--- src/rtl/irq_eng_pkg.sv ---
package irq_eng_pkg;

   typedef enum logic {
      TRIG_EDGE  = 1'b0,
      TRIG_LEVEL = 1'b1
   } trig_e;

endpackage

--- src/rtl/irq_pin_slice.sv ---
module irq_pin_slice #(
   parameter int VEC_W       = 8,
   parameter int STORM_LIMIT = 10000,
   localparam int CNT_W      = $clog2(STORM_LIMIT + 1)
) (
   input  logic             clk,
   input  logic             rst_n,
   input  logic             pin_in,
   input  logic             cfg_wr,
   input  logic [VEC_W-1:0] cfg_vector,
   input  logic             cfg_level,
   input  logic             cfg_mask,
   input  logic             eoi_valid,
   input  logic [VEC_W-1:0] eoi_vector,
   input  logic             eoi_level,
   input  logic             directed_eoi,
   input  logic             defer_fire,
   input  logic             grant_ack,
   output logic             pend,
   output logic             defer_req
);

   logic             irr_q, remote_q, pend_q, mask_q, level_q;
   logic [VEC_W-1:0] vec_q;
   logic [CNT_W-1:0] storm_q;

   logic             eoi_hit, eligible, storm_top, redo_now, rise, mask_eff, rem_blk, set_src;
   logic             pend_d, remote_d;
   logic [CNT_W-1:0] storm_d;

   always_comb begin
      eoi_hit   = eoi_valid & eoi_level & ~directed_eoi & level_q & (eoi_vector == vec_q);
      eligible  = ~mask_q & irr_q;
      storm_top = (storm_q == CNT_W'(STORM_LIMIT - 1));
      redo_now  = eoi_hit & eligible & ~storm_top;
      defer_req = eoi_hit & eligible & storm_top;
      rise      = pin_in & ~irr_q;
      mask_eff  = cfg_wr ? cfg_mask : mask_q;
      rem_blk   = remote_q | (grant_ack & level_q);
      set_src   = (rise & (~level_q | ~rem_blk))
                | redo_now
                | (cfg_wr & cfg_level & irr_q)
                | (defer_fire & level_q & irr_q & ~rem_blk);

      pend_d = pend_q;
      if (grant_ack)          pend_d = 1'b0;
      if (set_src)            pend_d = 1'b1;
      if (mask_eff || !pin_in) pend_d = 1'b0;

      remote_d = remote_q;
      if (grant_ack && level_q) remote_d = 1'b1;
      if (cfg_wr || eoi_hit)    remote_d = 1'b0;

      storm_d = storm_q;
      if (eoi_hit) storm_d = (eligible && !storm_top) ? storm_q + 1'b1 : '0;
   end

   always_ff @(posedge clk) begin
      if (!rst_n) begin
         irr_q    <= 1'b0;
         remote_q <= 1'b0;
         pend_q   <= 1'b0;
         mask_q   <= 1'b1;
         level_q  <= 1'b0;
         vec_q    <= '0;
         storm_q  <= '0;
      end else begin
         irr_q    <= pin_in;
         remote_q <= remote_d;
         pend_q   <= pend_d;
         storm_q  <= storm_d;
         if (cfg_wr) begin
            mask_q  <= cfg_mask;
            level_q <= cfg_level;
            vec_q   <= cfg_vector;
         end
      end
   end

   assign pend = pend_q;

   assert_low_cancel_R1: assert property (@(posedge clk) disable iff (!rst_n)
      !pin_in |=> !pend_q);
   assert_level_wait_R3: assert property (@(posedge clk) disable iff (!rst_n)
      (pend_q && level_q) |-> !remote_q);
   assert_masked_idle_R4: assert property (@(posedge clk) disable iff (!rst_n)
      pend_q |-> !mask_q);
   assert_ack_marks_R5: assert property (@(posedge clk) disable iff (!rst_n)
      (grant_ack && level_q && !cfg_wr && !eoi_hit) |=> remote_q);
   assert_storm_range_R8: assert property (@(posedge clk) disable iff (!rst_n)
      storm_q <= CNT_W'(STORM_LIMIT - 1));

endmodule

--- src/rtl/irq_low_pick.sv ---
module irq_low_pick #(
   parameter int N     = 8,
   parameter int IDX_W = 3
) (
   input  logic [N-1:0]     req,
   output logic             any,
   output logic [IDX_W-1:0] idx
);

   always_comb begin
      any = |req;
      idx = '0;
      for (int i = N - 1; i >= 0; i--) begin
         if (req[i]) idx = IDX_W'(i);
      end
   end

endmodule

--- src/rtl/irq_defer_timer.sv ---
module irq_defer_timer #(
   parameter int DELAY = 256
) (
   input  logic clk,
   input  logic rst_n,
   input  logic start,
   output logic fire
);

   generate
      if (DELAY <= 1) begin : g_pulse
         logic fire_q;
         always_ff @(posedge clk) begin
            if (!rst_n) fire_q <= 1'b0;
            else        fire_q <= start;
         end
         assign fire = fire_q;
      end else begin : g_count
         localparam int CW = $clog2(DELAY + 1);
         logic [CW-1:0] cnt_q;
         always_ff @(posedge clk) begin
            if (!rst_n)
               cnt_q <= '0;
            else if (start && (cnt_q <= CW'(1)))
               cnt_q <= CW'(DELAY);
            else if (cnt_q != '0)
               cnt_q <= cnt_q - 1'b1;
         end
         assign fire = (cnt_q == CW'(1));

         assert_defer_count_R8: assert property (@(posedge clk) disable iff (!rst_n)
            (cnt_q > CW'(1)) |=> (cnt_q == $past(cnt_q) - 1'b1));
      end
   endgenerate

endmodule

--- src/rtl/irq_dlv_engine.sv ---
module irq_dlv_engine
   import irq_eng_pkg::*;
#(
   parameter int NPINS        = 8,
   parameter int VEC_W        = 8,
   parameter int STORM_LIMIT  = 10000,
   parameter int DEFER_CYCLES = 256,
   localparam int PIN_W       = (NPINS > 1) ? $clog2(NPINS) : 1
) (
   input  logic             clk,
   input  logic             rst_n,
   input  logic [NPINS-1:0] pin_level,
   input  logic             cfg_we,
   input  logic [PIN_W-1:0] cfg_pin,
   input  logic [VEC_W-1:0] cfg_vector,
   input  logic             cfg_trig,
   input  logic             cfg_mask,
   input  logic             eoi_valid,
   input  logic [VEC_W-1:0] eoi_vector,
   input  logic             eoi_level,
   input  logic             directed_eoi,
   output logic             dlv_valid,
   output logic [PIN_W-1:0] dlv_pin,
   input  logic             dlv_ack
);

   if (NPINS < 2)        $error("NPINS must be at least 2");
   if (VEC_W < 1)        $error("VEC_W must be at least 1");
   if (STORM_LIMIT < 2)  $error("STORM_LIMIT must be at least 2");
   if (DEFER_CYCLES < 1) $error("DEFER_CYCLES must be at least 1");

   logic [NPINS-1:0] pend_vec, defer_vec;
   logic             defer_fire, pick_any;
   logic [PIN_W-1:0] pick_idx;
   logic             dlv_valid_q;
   logic [PIN_W-1:0] dlv_pin_q;
   logic             cfg_is_level;

   assign cfg_is_level = (cfg_trig == TRIG_LEVEL);

   for (genvar i = 0; i < NPINS; i++) begin : g_pin
      irq_pin_slice #(
         .VEC_W      (VEC_W),
         .STORM_LIMIT(STORM_LIMIT)
      ) u_slice (
         .clk         (clk),
         .rst_n       (rst_n),
         .pin_in      (pin_level[i]),
         .cfg_wr      (cfg_we && (cfg_pin == PIN_W'(i))),
         .cfg_vector  (cfg_vector),
         .cfg_level   (cfg_is_level),
         .cfg_mask    (cfg_mask),
         .eoi_valid   (eoi_valid),
         .eoi_vector  (eoi_vector),
         .eoi_level   (eoi_level),
         .directed_eoi(directed_eoi),
         .defer_fire  (defer_fire),
         .grant_ack   (dlv_valid_q && dlv_ack && (dlv_pin_q == PIN_W'(i))),
         .pend        (pend_vec[i]),
         .defer_req   (defer_vec[i])
      );
   end

   irq_low_pick #(.N(NPINS), .IDX_W(PIN_W)) u_pick (
      .req(pend_vec),
      .any(pick_any),
      .idx(pick_idx)
   );

   irq_defer_timer #(.DELAY(DEFER_CYCLES)) u_timer (
      .clk  (clk),
      .rst_n(rst_n),
      .start(|defer_vec),
      .fire (defer_fire)
   );

   always_ff @(posedge clk) begin
      if (!rst_n) begin
         dlv_valid_q <= 1'b0;
         dlv_pin_q   <= '0;
      end else if (dlv_valid_q) begin
         if (dlv_ack) dlv_valid_q <= 1'b0;
      end else if (pick_any) begin
         dlv_valid_q <= 1'b1;
         dlv_pin_q   <= pick_idx;
      end
   end

   assign dlv_valid = dlv_valid_q;
   assign dlv_pin   = dlv_pin_q;

   assert_hold_R5: assert property (@(posedge clk) disable iff (!rst_n)
      (dlv_valid && !dlv_ack) |=> (dlv_valid && $stable(dlv_pin)));
   assert_ack_drop_R5: assert property (@(posedge clk) disable iff (!rst_n)
      (dlv_valid && dlv_ack) |=> !dlv_valid);

endmodule

--- config.mk ---
export PLATFORM = sky130hd
export DESIGN_NAME = irq_dlv_engine
export DESIGN_NICKNAME = d
export VERILOG_FILES = /design/src/rtl/irq_eng_pkg.sv /design/src/rtl/irq_pin_slice.sv /design/src/rtl/irq_low_pick.sv /design/src/rtl/irq_defer_timer.sv /design/src/rtl/irq_dlv_engine.sv
export SDC_FILE = /design/constraint.sdc
export NUM_CORES = 1
export LEC_CHECK = 0
export BUFFER_PORTS_ARGS = -buffer_cell sky130_fd_sc_hd__buf_4
export CAP_MARGIN = 5
export CORE_UTILIZATION = 50
export DETAILED_ROUTE_END_ITERATION = 16
export GPL_ROUTABILITY_DRIVEN = 0
export PLACE_DENSITY = 0.67
export SLEW_MARGIN = 30
export SYNTH_ARGS = -nofsm -noshare
export SYNTH_HDL_FRONTEND = slang
export SYNTH_SLANG_ARGS = --single-unit
export TNS_END_PERCENT = 50
--- constraint.sdc ---
create_clock -name clk -period 2.8 [get_ports clk]
set_clock_uncertainty 0.05 [all_clocks]
set_input_delay 0.28 -clock clk [delete_from_list [all_inputs] [get_ports clk]]
set_output_delay 0.28 -clock clk [all_outputs]
set_load 0.005 [all_outputs]
* After elaboration in Yosys (flattened, before gate mapping)
Cells that the tools add are included.
** Word-level totals
- Input bits :: 36
- Bits in registers :: 229
- Logic and storage cells :: 441
- Output and inout port bits :: 4
** Cells by class
- Magnitude comparators :: 1
- Reduce and logical (&&, ||, !) cells :: 98
- Bitwise operators :: 197
- Muxes and demuxes :: 45
- Eq/ne operators :: 31
- Add/subtract/negate cells :: 9
** Operators with widths (number)
- $and A1 B1 Y1 :: 114
- $add A14 B1 Y14 const B :: 8
- $eq A14 B14 Y1 const B :: 8
- $mux W14 :: 8
- $eq A8 B8 Y1 :: 8
- $not A1 Y1 :: 43
- $or A1 B1 Y1 :: 40
- $logic_and A1 B1 Y1 :: 34
- $reduce_or A2 Y1 :: 17
- $mux W1 :: 27
- $eq A3 B3 Y1 const B :: 8
- $mux W3 :: 8
- $mux W9 :: 2
- $reduce_bool A2 Y1 :: 9
- $logic_not A1 Y1 :: 16
- $logic_or A1 B1 Y1 :: 16
- $reduce_or A8 Y1 :: 2
- $eq A3 B2 Y1 const B :: 4
- $eq A9 B1 Y1 const B :: 1
- $le A9 B1 Y1 const B :: 1
- $reduce_bool A9 Y1 :: 1
- $sub A9 B1 Y9 const B :: 1
- $eq A3 B1 Y1 const B :: 2
- $logic_not A3 Y1 :: 2
- $reduce_and A2 Y1 :: 1

* Logic depth before layout (Yosys ltp)
Gate-level depths: netlist (run 1).
- Depth in word-level cells :: 11
- Gate-level depth with buffers :: 9
- Depth with buffers taken out :: 8

* By module
A second synthesis (run 1) with hierarchy kept.
** Unflattened totals
- Cell total of the unflattened synthesis :: 1462
- Area, all modules :: 12251.8 um2
** By module, submodules not included
- irq_pin_slice (g_pin[0].u_slice ...) :: area each 1426.4 um2, seq. area each 540.5 um2, cells each 170, instances 7
- irq_pin_slice (g_pin[7].u_slice) :: area each 1377.6 um2, seq. area each 540.5 um2, cells each 159, instances 1
- irq_defer_timer :: area each 511.7 um2, seq. area each 180.2 um2, cells each 55, instances 1
- irq_dlv_engine :: area each 296.5 um2, seq. area each 80.1 um2, cells each 45, instances 1
- irq_low_pick :: area each 81.3 um2, seq. area each 0.0 um2, cells each 13, instances 1

* Worst setup path before layout (run 1)
No wires, ideal clock.
- Kind :: in2reg
- Start point :: in eoi_vector[1]
- End point :: reg g_pin[4].u_slice.storm_q[10]
- Cell stages on the path :: 7
- Buffers on the path :: 1
- Slack :: 0.582 ns
- Data arrival time :: 2.047 ns
- Library setup time :: 0.121 ns
- Required time :: 2.629 ns
- Cells stage by stage :: buf_2 > xor2_1 > nor4_4 > nand4_4 > or4_4 > nor2_1 > mux2_2
** On the way
- Longest elaborated chain between the ends :: 2
** Ends and longest elaborated chain
- start, declared :: RTL line irq_dlv_engine.sv:19 : input logic [VEC_W-1:0] eoi_vector,
- $eq A8 B8 Y1 :: RTL line irq_pin_slice.sv:32 : eoi_hit = eoi_valid & eoi_level & ~directed_eoi & level_q & (eoi_vector == vec_q);
- $and A1 B1 Y1 :: RTL line irq_pin_slice.sv:32
- end signal, assigned :: RTL line irq_pin_slice.sv:71 : storm_q <= storm_d;
- end, declared :: RTL line irq_pin_slice.sv:25 : logic [CNT_W-1:0] storm_q;
Every way passes these cells.
A chain may end at the register's enable or synchronous reset.

* Worst setup path after layout (run 1)
- Start point :: reg g_pin[2].u_slice.storm_q[7]
- End point :: reg u_timer.g_count.cnt_q[7]
** On the way
- Longest elaborated chain between the ends :: 5
** Ends and longest elaborated chain
- start, declared :: RTL line irq_pin_slice.sv:25
- start signal, assigned :: RTL line irq_pin_slice.sv:71
- $eq A14 B14 Y1 :: RTL line irq_pin_slice.sv:34 : storm_top = (storm_q == CNT_W'(STORM_LIMIT - 1));
- $and A1 B1 Y1 :: RTL line irq_pin_slice.sv:36 : defer_req = eoi_hit & eligible & storm_top;
- $reduce_or A8 Y1 :: RTL line irq_dlv_engine.sv:73 : .start(|defer_vec),
- $logic_and A1 B1 Y1 :: RTL line irq_defer_timer.sv:24 : else if (start && (cnt_q <= CW'(1)))
- $reduce_or A2 Y1 (no source line)
- end signal, assigned :: RTL line irq_defer_timer.sv:25 : cnt_q <= CW'(DELAY);
- end signal, assigned :: RTL line irq_defer_timer.sv:27 : cnt_q <= cnt_q - 1'b1;
- end, declared :: RTL line irq_defer_timer.sv:20 : logic [CW-1:0] cnt_q;
Every way passes these cells.

==> impl_metrics.tcl, run 1 <==
set metrics [dict create \
    cts.sinks 229 \
    crit_path_max_fanout 5 \
    ioPinCount 40 \
    drtAntennaViolNets 0 \
    insertion_delay_ps 520 \
    fin_nets 1446 \
    die_x_um 152 \
    netlist_instances 1362 \
    dieArea_mm2 0.0232 \
    cts_tree "yes" \
    crit_type "reg -> reg" \
    yosysUniqueCellTypes 62 \
    grt_overflow_total 0 \
    power_mw 7.65 \
    avgSynthCellArea_um2 8.28 \
    cts_resized 0 \
    fp.dieH_um 152 \
    status "complete, but fails checks" \
    avgViaCountPerCell 5.61 \
    yosysTopAreaCell "dfxtp_1" \
    drcViolationCount 2 \
    antenna_cells 0 \
    synth-seq-area-share_pct 40.6 \
    placeableCoreArea_mm2 0.0220 \
    setup_viol 0 \
    violations "design-rule violations" \
    p_per_area_mw_per_mm2 595 \
    syn_area_mm2 0.0113 \
    port_buffers 39 \
    synth_edf_count 0 \
    wirelength_um 26900 \
    clk_pin_slew_ps 60 \
    htreeDepth 1 \
    ys_warn_count 0 \
    syn_nets 1408 \
    synthArstFlopShare_pct 0 \
    rsz0062_at_grt "no" \
    fillers 1982 \
    root_buffer "clkbuf_16" \
    ys_seq_elements 229 \
    drive_gt1_share_pct 9.23 \
    grt_usage_pct 23.3 \
    setup-tns-final_ps 0 \
    leakagePower_nw 4.69 \
    regArea_mm2 0.00458 \
    start_util_pct 51.4 \
    multi_input_area_mm2 0.00627 \
    crit_path_end_kind "register" \
    synth_top_area_share_pct 40.6 \
    min_path_type "in -> reg" \
    cp-start-kind "register" \
    clockBufferDepth 3 \
    vias 9524 \
    rows 54 \
    slew_violations 0 \
    synth_commonest_cells "nand2_1 (237), dfxtp_1 (229), nor2_1 (137), xor2_1 (107), a21boi_0 (81)" \
    fmax_ghz 0.385 \
    max_cap_violations 0 \
    slew_headroom_pct 55.2 \
    cts_made_buffers 27 \
    min_period_ps 2600 \
    grt_max_degree 93 \
    hold_viol 0 \
    arrival_ps 2950 \
    yosysMostFrequentCell "nand2_1" \
    timing.hold.ws_ps 31.5 \
    dp_hpwl_um 18500 \
    yosys-top-cells-area "dfxtp_1 (41%), xor2_1 (8.3%), nand2_1 (7.9%), a21boi_0 (5.4%), nor2_1 (4.6%)" \
    grt_antenna_before_repair 0 \
    dr.pass1.iters 11 \
    wl_per_cell_um 15.9 \
    ir_worst_vdd_mv 0.435 \
    drt_iter0_markers 707 \
    worst-slew-pin-transition_ps 666 \
    fin_crit_sh_pct 92.7 \
    required_ps 3160 \
    grt_pass1_wl_um 44600 \
    synthFlopType "dfxtp_1" \
    area_delta_synth_final_pct 14.0 \
    grt_pass1_vias 8754 \
]
[registers in the layout (all words and copies together), names as in the netlist]
| name | cells |
|---|---|
| g_pin.u_slice.irr_q | 8 |
| g_pin.u_slice.mask_q | 8 |
| g_pin.u_slice.storm_q | 112 |
| g_pin.u_slice.remote_q | 8 |
| g_pin.u_slice.vec_q | 64 |
| u_timer.g_count.cnt_q | 9 |
| dlv_pin | 3 |
| g_pin.u_slice.level_q | 8 |
| g_pin.u_slice.pend | 8 |
| dlv_valid | 1 |
[repair_timing]
action | 4_1_cts | 5_1_grt
buffers inserted | 0 | 0
hold endpoints to repair | 10 | 0
hold buffers | 10 | 0
[placed cells by master (no fill, tap or decap), drive strengths merged, types with 4 or more instances in the layout]
| cell | instances |
|---|---|
| bufinv | 4 |
| nand4 | 55 |
| a41oi | 4 |
| nor2 | 137 |
| xor2 | 108 |
| clkbuf | 39 |
| a21boi | 81 |
| buf | 75 |
| nand2b | 12 |
| nor3 | 41 |
| nor2b | 7 |
| nor3b | 4 |
| or3 | 13 |
| and4b | 5 |
| nand2 | 237 |
| dfxtp | 229 |
| nand3b | 6 |
| nand3 | 42 |
| a32o | 10 |
| and4 | 12 |
| o211ai | 7 |
| nand4b | 4 |
| or4 | 14 |
| mux2i | 10 |
| inv | 22 |
| and3 | 30 |
| a21oi | 17 |
| nor4 | 28 |
| ha | 10 |
| xnor2 | 48 |
| and2 | 27 |
| clkinv | 4 |
| dlygate4sd3 | 10 |
| o21ai | 34 |
[worst max-delay path: stages, from the launching register on]
cell and delay (ps):
dfxtp_1 350, or4b_2 670, nor4_1 500, nand4_1 300, o31ai_1 230, o31a_1 310
nor3b_1 70
[cells by family after synthesis]
logic type	Yosys count	share of synthesized area (%)
compound gates	173	10.8
xor+xnor	156	12.2
fa+ha+maj	10	1.11
buf+inv	98	3.75
flops	229	40.6
mux	12	1.09
simple gates	684	30.5
[layout make-up]
cell class	instances	area share (%)
clock inverter	9	1.15
timing repair buffer	85	5.26
inverter	22	0.642
sequential	229	35.7
clock buffer	39	5.76
tap	280	2.73
multi-input combinational	1035	48.8
[power by group]
part	internal [mW]	leakage, nW	switching [mW]
sequential	3.33	1.85	0.0716
clock	2.19	0.431	1.35
combinational	0.308	2.41	0.390
total	5.84	4.69	1.82
[routing by layer]
layer | share of wire (%) | GRT usage [%] | vias to the layer above
met5 | 0 | 0 | -
met4 | 1.1 | 4.62 | 0
met3 | 5.5 | 2.90 | 22
met2 | 44 | 36.3 | 248
met1 | 50 | 34.4 | 4469
li1 | - | - | 4785
[through the flow]
step	cell area (um^2)	utilization, %	std cells	setup WS [ps]
6_report	12900	58.5	1699	205
3_5_place_dp	11900	54.0	1641	214
4_1_cts	12900	58.5	1699	201
2_1_floorplan	11300	-	1362	582
3_3_place_gp	11900	54.0	1641	229
5_1_grt	12900	58.5	1699	8.51
[final timing paths]
path	depth (start not counted)	to	startpoint	slack [ps]
max	6	u_timer.g_count.cnt_q[7]	g_pin[2].u_slice.storm_q[7]	200
min	3	g_pin[5].u_slice.vec_q[2]	cfg_vector[2]	30
max reg2reg	6	u_timer.g_count.cnt_q[7]	g_pin[2].u_slice.storm_q[7]	200
min reg2reg	2	g_pin[5].u_slice.pend	g_pin[5].u_slice.irr_q	400
(Power assumes the default switching activity.)
==> run 2: changes to the inputs <==
Settings changed: MAX_ROUTING_LAYER from default to met4.
==> run 2 against run 1 <==
The flow still finishes with violations (design-rule violations). Fmax up 0.39%. Sequential share of layout area did not move. Die area stayed put. Via count fell by 0.18%. First-iteration DRC count fell by 3.0%. Clock-buffer cell count is the same. Worst hold slack got worse by 0.77 ps. Non-clock buffer count stayed put. Highest routed layer unchanged.
==> impl_metrics.tcl, run 2 (same netlist as run 1, synthesis figures left out) <==
set metrics [dict create \
    arrival_ps 2940 \
    setup-tns-final_ps 0 \
    hold_viol 0 \
    min_path_type "in -> reg" \
    leakagePower_nw 4.69 \
    wirelength_um 27000 \
    cts.sinks 229 \
    cts_made_buffers 27 \
    avgViaCountPerCell 5.60 \
    fin_crit_sh_pct 92.3 \
    area_delta_synth_final_pct 14.0 \
    grt_pass1_vias 8745 \
    drtAntennaViolNets 0 \
    rows 54 \
    grt_antenna_before_repair 0 \
    grt_max_degree 93 \
    finalCoreUtilization_pct 58.5 \
    crit_path_end_kind "register" \
    slew_violations 0 \
    drive_gt1_share_pct 9.23 \
    slew_headroom_pct 54.8 \
    final_cell_mix "nand2_1 (237), dfxtp_1 (229), nor2_1 (137), xor2_1 (107), a21boi_0 (81)" \
    cts_setup_buffers 0 \
    worst-slew-pin-transition_ps 671 \
    antenna_cells 0 \
    rsz0062_at_grt "no" \
    cp-start-kind "register" \
    fp.dieH_um 152 \
    die_x_um 152 \
    crit_type "reg -> reg" \
    drcViolationCount 2 \
    crit_path_max_fanout 5 \
    drt_iter0_markers 686 \
    htreeDepth 1 \
    fin_nets 1446 \
    max_cap_violations 0 \
    top_regs "g_pin.u_slice.storm_q x112, g_pin.u_slice.vec_q x64, u_timer.g_count.cnt_q x9" \
    grt_overflow_total 0 \
    min_period_ps 2590 \
    start_util_pct 51.4 \
    vias 9507 \
    placeableCoreArea_mm2 0.0220 \
    wl_per_cell_um 15.9 \
    root_buffer "clkbuf_16" \
    clockBufferDepth 3 \
    required_ps 3160 \
    grt_pass1_wl_um 44600 \
    p_per_area_mw_per_mm2 595 \
    largest-register "g_pin.u_slice.storm_q" \
    setup_viol 0 \
    insertion_delay_ps 520 \
    layout_commonest_cell "nand2_1" \
    ir_worst_vdd_mv 0.433 \
    port_buffers 39 \
    fillers 1982 \
    fmax_ghz 0.387 \
    largest_reg_flops 112 \
    dr.pass1.iters 11 \
    grt_usage_pct 24.0 \
    violations "design-rule violations" \
    dieArea_mm2 0.0232 \
    dp_hpwl_um 18500 \
    status "complete, but fails checks" \
    clk_pin_slew_ps 60 \
    ioPinCount 40 \
    cts_tree "yes" \
]
## run 2: per-stage QoR
stage / power (mW) / hold slack, ps / setup WS [ps] / std cells / cell area [um^2]
after CTS: 7.71 / 17.2 / 201 / 1699 / 12900
after floorplan: 3.95 / 374 / 582 / 1362 / 11300
after detailed placement: 4.16 / 403 / 214 / 1641 / 11900
after global routing: 7.93 / 29.4 / 8.51 / 1699 / 12900
final: 7.65 / 30.7 / 215 / 1699 / 12900
after global placement: 4.14 / 403 / 229 / 1641 / 11900
## run 2: where the power goes
group,internal [mW],total (mW),switching [mW]
logic,0.308,0.697,0.389
registers,3.33,3.41,0.0715
clock network,2.19,3.55,1.36
## run 2: cell type report
class                      instances  area, um^2  share of cell area [%]
inverter                          22        82.6                   0.642
timing repair buffer              85         676                    5.26
clock buffer                      39         741                    5.76
tap                              280         350                    2.73
sequential                       229        4580                    35.7
multi-input combinational       1035        6270                    48.8
clock inverter                     9         148                    1.15
## run 2: critical path, cell delays in order, from the launching register on
cell and delay (ps):
dfxtp_1 350, or4b_2 670, nor4_1 500, nand4_1 290, o31ai_1 220, o31a_1 310
nor3b_1 70
## run 2: final timing paths
| path | startpoint | to | slack, ps | depth (start not counted) |
|---|---|---|---|---|
| max | g_pin[2].u_slice.storm_q[7] | u_timer.g_count.cnt_q[7] | 210 | 6 |
| min | cfg_vector[2] | g_pin[5].u_slice.vec_q[2] | 30 | 3 |
| max reg2reg | g_pin[2].u_slice.storm_q[7] | u_timer.g_count.cnt_q[7] | 210 | 6 |
| min reg2reg | g_pin[5].u_slice.irr_q | g_pin[5].u_slice.pend | 400 | 2 |
## run 2: per-layer routing
layer | global-route usage, % | wire length (um) | part of all wire [%]
met2 | 36.2 | 11800 | 44
met1 | 34.6 | 13200 | 49
met4 | 4.62 | 323 | 1.2
met5 | - | 0 | 0
met3 | 2.84 | 1700 | 6.3
## run 2: repair_timing
item | 4_1_cts | 5_1_grt
hold buffers | 10 | 0
resized for setup | 0 | 0
endpoints found under the hold margin | 10 | 0
==> run 3: changes to the inputs <==
Clock period 2.8 ns to 3.1 ns, I/O delays scaled along.
==> run 3 against run 2 <==
The flow still finishes with violations (design-rule violations). Die area stayed put. Total power shrank 9.6%. Flip-flop and latch count did not move. Critical path depth stayed put. Non-clock buffer count down 14. Combinational power decreased by 10%. Final area is 0.77% lower. Clock power fell by 9.3%. Clock-buffer cell count is 2 lower. Sequential power fell by 10%. Largest cell class unchanged. Largest power group unchanged.
==> impl_metrics.tcl, run 3 (same netlist as run 1, synthesis figures left out) <==
set metrics [dict create \
    clockBufferDepth 3 \
    grt_overflow_total 0 \
    fillers 2025 \
    crit_path_max_incr_delay_ps 660 \
    wl_per_cell_um 15.8 \
    dieArea_mm2 0.0232 \
    r2r-start "g_pin[2].u_slice.storm_q[7]" \
    root_buffer "clkbuf_16" \
    crit_path_end_kind "register" \
    fin_nets 1430 \
    timing.hold.ws_ps 30.9 \
    area_delta_synth_final_pct 13.1 \
    hold_viol 0 \
    max_cap_violations 0 \
    ir_worst_vdd_mv 0.380 \
    min_path_type "in -> reg" \
    grt_antenna_before_repair 1 \
    slew_violations 0 \
    layout_commonest_cell "nand2_1" \
    fp.dieH_um 152 \
    clk_pin_slew_ps 60 \
    r2r_end "u_timer.g_count.cnt_q[5]" \
    cts_tree "yes" \
    crit_type "reg -> reg" \
    insertion_delay_ps 540 \
    leakagePower_nw 4.63 \
    postLayoutSetupSlackWorst_ps 532 \
    regArea_mm2 0.00458 \
    cts_resized 0 \
    wirelength_um 26700 \
    dr.pass1.iters 11 \
    drt_iter0_markers 606 \
    cp-start-kind "register" \
    fin_crit_sh_pct 82.8 \
    htreeDepth 1 \
    placed_cell_area_mm2 0.0118 \
    crit_path_max_fanout 5 \
    ioPinCount 40 \
    r2r_slack_ps 530 \
    status "complete, but fails checks" \
    multi_input_area_mm2 0.00627 \
    grt_max_degree 85 \
    port_buffers 39 \
    cts.sinks 229 \
    slowest_stage "or4b_2" \
    worst-slew-pin-transition_ps 878 \
    rows 54 \
    vias 9336 \
    drcViolationCount 2 \
    start_util_pct 51.4 \
    setup-tns-final_ps 0 \
    critPathLaunch "g_pin[2].u_slice.storm_q[7]" \
    path_depth 6 \
    fmax_ghz 0.389 \
    drtAntennaViolNets 0 \
    avgViaCountPerCell 5.55 \
    placeableCoreArea_mm2 0.0220 \
    cp-endpoint "u_timer.g_count.cnt_q[5]" \
    crit_family "simple AND/OR/NAND/NOR gates" \
    largest-register "g_pin.u_slice.storm_q" \
    drive_gt1_share_pct 8.70 \
    dp_hpwl_um 18200 \
    largest_reg_flops 112 \
    min_period_ps 2570 \
    reg2reg_depth 6 \
    final_cell_mix "nand2_1 (237), dfxtp_1 (229), nor2_1 (137), xor2_1 (107), a21boi_0 (81)" \
    dp_slack_ps 466 \
    final_cell_area_mm2 0.0128 \
    min_path_cells 3 \
    cp_cell_sequence "or4b_2 > nor4_1 > nand4_1 > o31ai_1 > o31a_1 > nor2_1" \
    die_x_um 152 \
    cts_made_buffers 25 \
    top_regs "g_pin.u_slice.storm_q x112, g_pin.u_slice.vec_q x64, u_timer.g_count.cnt_q x9" \
    grt_usage_pct 23.8 \
    required_ps 3460 \
    path_buf_inv 0 \
    rsz0062_at_grt "no" \
    arrival_ps 2930 \
    setup_viol 0 \
    p_per_area_mw_per_mm2 543 \
    grt_pass1_wl_um 44100 \
    violations "design-rule violations" \
    grt_pass1_vias 8743 \
    slew_headroom_pct 41.0 \
]
[run 3: changes by cell type in the layout (fill, tap and decap cells not counted), sizes merged]
cell,delta
clkbuf,-2
dlygate4sd3,-2
inv,+1
clkinv,-2
diode,+1
buf,-12
[run 3: worst min-delay path by stage]
stage | from | endpoint | slack [ps]
6_report | dlv_ack | dlv_valid | 30
5_1_grt | dlv_ack | dlv_valid | 50
4_1_cts | dlv_ack | dlv_valid | 20
3_5_place_dp | g_pin[5].u_slice.irr_q | g_pin[5].u_slice.pend | 410
3_3_place_gp | g_pin[5].u_slice.irr_q | g_pin[5].u_slice.pend | 400
2_1_floorplan | g_pin[5].u_slice.irr_q | g_pin[5].u_slice.pend | 390
[run 3: layer usage]
| metal | track usage, % | vias to the layer above | share of wire (%) |
|---|---|---|---|
| met2 | 36.4 | 220 | 44 |
| met4 | 6.90 | 0 | 2.5 |
| li1 | - | 4737 | - |
| met1 | 32.7 | 4330 | 48 |
| met5 | - | - | 0 |
| met3 | 3.47 | 49 | 5.7 |
[run 3: what timing repair did]
action                                  in CTS  in global routing
buffers inserted                             0                  0
hold buffers                                 8                  0
endpoints found under the hold margin        8                  0
endpoints found under the setup margin       0                  0
[run 3: area by class of cell]
cell class	instances	area share [%]
clock buffer	37	5.89
multi-input combinational	1035	49.2
tap	280	2.75
antenna	1	0.0196
timing repair buffer	71	4.43
clock inverter	8	1.15
sequential	229	35.9
inverter	22	0.647
[run 3: where the power goes]
| part | internal, mW | total, mW | switching [mW] |
|---|---|---|---|
| combinational | 0.265 | 0.627 | 0.362 |
| clock | 2.00 | 3.22 | 1.22 |
| sequential | 3.01 | 3.07 | 0.0626 |
| total | 5.28 | 6.92 | 1.64 |
[run 3: per-stage QoR]
| stage | utilization [%] | total power [mW] | cells |
|---|---|---|---|
| 6_report | 58.1 | 6.92 | 1683 |
| 5_1_grt | 58.1 | 7.17 | 1683 |
| 4_1_cts | 58.1 | 6.98 | 1682 |
| 3_5_place_dp | 53.6 | 3.75 | 1629 |
| 3_3_place_gp | 53.6 | 3.73 | 1629 |
| 2_1_floorplan | - | 3.57 | 1362 |
[run 3: worst register-to-register path: stages (launching register included)]
cell and delay, ps:
dfxtp_1 340, or4b_2 660, nor4_1 460, nand4_1 310
o31ai_1 260, o31a_1 300, nor2_1 70
